## src/rtl/irsir_pkg.sv

```systemverilog
package irsir_pkg;
  // Strobes sent from the control to the datapath each cycle
  typedef struct packed {
    logic holdIdle;  // force the rebuilt line high right now
    logic clearAll;  // wipe run length and bit window at the next edge
    logic startBit;  // load a fresh zero-bit window at the next edge
  } irsirStrobe_t;
endpackage

```

## src/rtl/irsir_datapath.sv

```systemverilog
module irsir_datapath
  import irsir_pkg::*;
#(
  parameter int BitTicks      = 16,
  parameter int MinPulseTicks = 2
) (
  input  logic         clk,
  input  logic         rstN,
  input  logic         irPin,
  input  logic         keepPolarity,
  input  irsirStrobe_t st,
  output logic         pulseLvl,
  output logic [$clog2(MinPulseTicks+1)-1:0] runLen,
  output logic         rxOut,
  output logic         pulseDet
);
  localparam int WinW = $clog2(BitTicks + 1);
  localparam int RunW = $clog2(MinPulseTicks + 1);
  localparam int SyncStages = 2;

  logic [SyncStages-1:0] syncQ;
  logic [WinW-1:0]       window;
  logic                  activeIn;

  // Polarity stage ahead of the synchronizer: active level becomes 1
  assign activeIn = keepPolarity ? irPin : ~irPin;

  always_ff @(posedge clk or negedge rstN) begin
    if (!rstN) syncQ <= '0;
    else       syncQ <= {syncQ[SyncStages-2:0], activeIn};
  end
  assign pulseLvl = syncQ[SyncStages-1];

  // Consecutive active samples, saturating at the qualification width
  always_ff @(posedge clk or negedge rstN) begin
    if (!rstN)                         runLen <= '0;
    else if (st.clearAll || !pulseLvl) runLen <= '0;
    else if (runLen != RunW'(MinPulseTicks)) runLen <= runLen + 1'b1;
  end

  // Zero-bit window: counts down from BitTicks, line low while nonzero
  always_ff @(posedge clk or negedge rstN) begin
    if (!rstN)             window <= '0;
    else if (st.clearAll)  window <= '0;
    else if (st.startBit)  window <= WinW'(BitTicks);
    else if (window != '0) window <= window - 1'b1;
  end

  always_ff @(posedge clk or negedge rstN) begin
    if (!rstN) pulseDet <= 1'b0;
    else       pulseDet <= st.startBit;
  end

  assign rxOut = st.holdIdle || (window == '0);
endmodule

```

## src/rtl/irsir_control.sv

```systemverilog
module irsir_control
  import irsir_pkg::*;
#(
  parameter int MinPulseTicks = 2
) (
  input  logic rxDisable,
  input  logic txActive,
  input  logic pulseLvl,
  input  logic [$clog2(MinPulseTicks+1)-1:0] runLen,
  output irsirStrobe_t st
);
  localparam int RunW = $clog2(MinPulseTicks + 1);

  logic blank;
  assign blank = rxDisable || txActive;

  always_comb begin
    st          = '0;
    st.holdIdle = blank;
    st.clearAll = blank;
    // Accept on the sample that completes the minimum run
    st.startBit = !blank && pulseLvl && (runLen == RunW'(MinPulseTicks - 1));
  end
endmodule

```

## src/rtl/irsir_decoder.sv

```systemverilog
module irsir_decoder
  import irsir_pkg::*;
#(
  parameter int BitTicks      = 16,
  parameter int MinPulseTicks = 2
) (
  input  logic clk,
  input  logic rstN,
  input  logic irPin,
  input  logic keepPolarity,
  input  logic rxDisable,
  input  logic txActive,
  output logic rxOut,
  output logic pulseDet
);
  localparam int RunW = $clog2(MinPulseTicks + 1);

  irsirStrobe_t    st;
  logic            pulseLvl;
  logic [RunW-1:0] runLen;

  irsir_control #(.MinPulseTicks(MinPulseTicks)) ctl (
    .rxDisable(rxDisable), .txActive(txActive),
    .pulseLvl(pulseLvl), .runLen(runLen), .st(st)
  );

  irsir_datapath #(.BitTicks(BitTicks), .MinPulseTicks(MinPulseTicks)) dp (
    .clk(clk), .rstN(rstN), .irPin(irPin), .keepPolarity(keepPolarity),
    .st(st), .pulseLvl(pulseLvl), .runLen(runLen),
    .rxOut(rxOut), .pulseDet(pulseDet)
  );
endmodule

```

## config.mk

```make
export PLATFORM = sky130hd
export DESIGN_NAME = irsir_decoder
export DESIGN_NICKNAME = d
export VERILOG_FILES = /design/src/rtl/irsir_pkg.sv /design/src/rtl/irsir_datapath.sv /design/src/rtl/irsir_control.sv /design/src/rtl/irsir_decoder.sv
export SDC_FILE = /design/constraint.sdc
export NUM_CORES = 1
export LEC_CHECK = 0
export ABC_AREA = 1
export CELL_PAD_IN_SITES_DETAIL_PLACEMENT = 0
export CELL_PAD_IN_SITES_GLOBAL_PLACEMENT = 1
export CORE_MARGIN = 1.5
export CORE_UTILIZATION = 33
export CTS_CLUSTER_DIAMETER = 40
export DETAILED_ROUTE_END_ITERATION = 8
export HOLD_SLACK_MARGIN = 0.02
export PLACE_DENSITY = 0.8
export SLEW_MARGIN = 20
export SYNTH_ARGS = -nofsm -noshare
export SYNTH_HDL_FRONTEND = slang
export SYNTH_SLANG_ARGS = --single-unit
```

## constraint.sdc

```tcl
create_clock -name clk -period 1.35 [get_ports clk]
set_clock_uncertainty 0.2 [all_clocks]
set_input_delay 0.3375 -clock clk [delete_from_list [all_inputs] [get_ports clk]]
set_output_delay 0.3375 -clock clk [all_outputs]
set_load 0.01 [all_outputs]
```

==> flow_summary.toml, run 1 <==
[detailed_routing]
drt_pass1_iterations = 4
postRouteAntennaNets = 0
drc = 0
dr_total_vias = 476
wl_per_cell_um = 11.1
avgViaCountPerCell = 4.71
wl_met2_um = 589
drtIter0Drc = 5
wl_met1_um = 447
totalWireLength_mm = 1.13
routed.top_layer = "met4"
wl_met3_um = 54

[logic_synthesis]
ys_seq_area_share_pct = 47.5
syn_inst = 58
yosys_register_bits = 10
synth_top_area_share_pct = 47.5
syn_area_per_cell_sq_um = 9.08
synth_area_leaders = "dfrtp_1 48%, inv_1 8.6%, nand2_1 7.8%"
synthesis.area_sq_um = 527
synthDistinctLibCells = 15
synth_top_area_cell = "dfrtp_1"
synth_warnings = 0
synth_fp_nets = 67

[power]
pwr-share-comb_pct = 45.7
seq_power_share_pct = 30.2
ir_drop_mv = 0.531
p_int_uw = 778
p_per_area_mw_per_mm2 = 1450
p_switching_uw = 390
p_clk_share_pct = 24.2
p_leak_nw = 0.409
switching_share_pct = 33.4

[critical_path]
worstSetupPathType = "reg -> out"
crit_path_cell_trace = "inv_2 -> ha_4 -> nand3_4 -> nand2_2 -> buf_6"
required_ns = 0.81
worstPathArrival_ns = 1.13
slowest_delay_ns = 0.39
worstPathBufferInverterCount = 2
critPathSlowestCell = "dfrtp_1"
crit_path_max_fanout = 2
path_delay_family = "flip-flops"
crit_path_end_kind = "output pin"
worstSetupStartpointType = "flip-flop"

[finish]
nNetsFinal = 95
post_route_cells_drive_above_1_share_pct = 44.7
final_common_cell = "buf_4"
area_growth_pct = 53.0
layout_common_cells = "15 x buf_4, 10 x inv_1, 10 x dfrtp_1"
fin_util_pct = 53.5
diodes = 0
final_cells = 101
final_area_sq_um = 806

[die]
coreArea_sq_mm = 0.00151
start_util_pct = 35.0
die-width_um = 43.0
core.rowCount = 14
dieHeight_um = 43.0
io_pins = 8
dieArea_sq_mm = 0.00184

[clocking]
cts_sinks = 10
clkTransAtPathRegs_ns = 0.08
numCtsBuffers = 3
cts.htree.levels = 1
root_buffer = "clkbuf_4"
cts_tree = "done"
clk_latency_ns = 0.28
cts_buffer_depth = 2

[timing]
worstMarginPinSlew_ns = 0.140
maxSlewHeadroom_pct = 90.6
fmax_ghz = 0.601
whs_ns = 0.140
finalHoldViolCount = 0
rsz0062_at_grt = "true"
post-route-min-period_ns = 1.67
setup_slack_ns = -0.315
post-route-period-util_pct = 123
setup_viol = 5
finalMaxSlewViolations = 0

[global_route]
globalRoute.totalOverflow = 0
grt_pass1_wl_mm = 1.81
grtUsageTotal_pct = 13.3
antenna_found_initial = 0
grt_max_degree = 11
grt_pass1_vias = 467

[run_status]
status = "finished with violations"
violations = "negative setup slack"

[placement]
place_ws_ns = -0.677
placed_area_sq_um = 704
place_hpwl_um = 803
numPortBuffers = 7
dp_cells = 91
gp_congestion = 0.729

[job]
maxCapViolCount = 0

[worst_hold_path]
hp-class = "reg -> reg"
Yosys cell counts:
master and count:
xor2_1 1, a21oi_1 1, dfrtp_1 10, o21a_4 1
nand4_1 3, nand3_1 3, a21oi_2 3, inv_1 12
inv_2 1, xnor2_1 1, nand2_1 11, ha_1 3
nor2_1 5, nand3_2 1, nor2_4 2
power by group through the flow:
stage | Combinational, mW | Clock (mW) | Sequential [mW]
after detailed placement | 0.391 | 0 | 0.358
after global routing | 0.585 | 0.294 | 0.355
after floorplan | 0.224 | 0 | 0.356
after global placement | 0.380 | 0 | 0.357
final | 0.533 | 0.282 | 0.352
after CTS | 0.468 | 0.281 | 0.352
metrics by stage:
step	total power [mW]	setup TNS [ns]
floorplan	0.581	0
global placement	0.737	-2.07
detailed placement	0.749	-2.30
CTS	1.10	-0.329
global route	1.23	-0.566
finish	1.17	-0.334
logic make-up after synthesis:
| kind of cell | after synthesis | synth area share, % |
|---|---|---|
| simple gates | 25 | 24.0 |
| compound gates | 5 | 8.79 |
| flops | 10 | 47.5 |
| fa+ha+maj | 3 | 7.13 |
| buf+inv | 13 | 9.26 |
| xor+xnor | 2 | 3.33 |
sequential cells by signal, summed over array words and instances, names as in the netlist:
signal and count:
dp.syncQ 2, dp.pulseDet 1, dp.runLen 2, dp.window 5
area by class of cell:
class / count / area (sq um)
clock buffer: 4 / 36.3
fill: 149 / 701
tap: 16 / 20.0
sequential: 10 / 250
multi-input combinational: 35 / 260
timing repair buffer: 23 / 190
inverter: 13 / 48.8
worst paths after layout:
kind / start / end / slack [ns] / cells past startpoint
setup / recovery: dp.window[1] / rxOut / -0.32 / 5
hold / removal: dp.syncQ[0] / dp.syncQ[1] / 0.14 / 0
setup reg to reg: dp.window[1] / dp.window[3] / -0.01 / 7
hold reg to reg: dp.syncQ[0] / dp.syncQ[1] / 0.14 / 0
max in group asynchronous: rstN / dp.runLen[1] / 0.64 / 2
min in group asynchronous: rstN / dp.pulseDet / 0.15 / 2
routing by layer:
layer | track usage [%] | up-vias
met5 | 0 | -
met2 | 23.3 | 13
li1 | - | 235
met4 | 7.27 | 0
met1 | 14.9 | 223
met3 | 2.55 | 5
repair_timing:
item                                    4_1_cts  5_1_grt
pin swaps                                     2        2
gates cloned                                  0        0
hold buffers                                  0        0
buffers inserted                              5        1
endpoints found under the setup margin        2        5
gates resized for setup                      10        6
(Power assumes the default switching activity.)
==> run 2, diff against run 1 <==
- CAP_MARGIN: unset -> 20
==> results of run 2 <==
The final DEF is identical to that of run 1; final timing and power are the same.
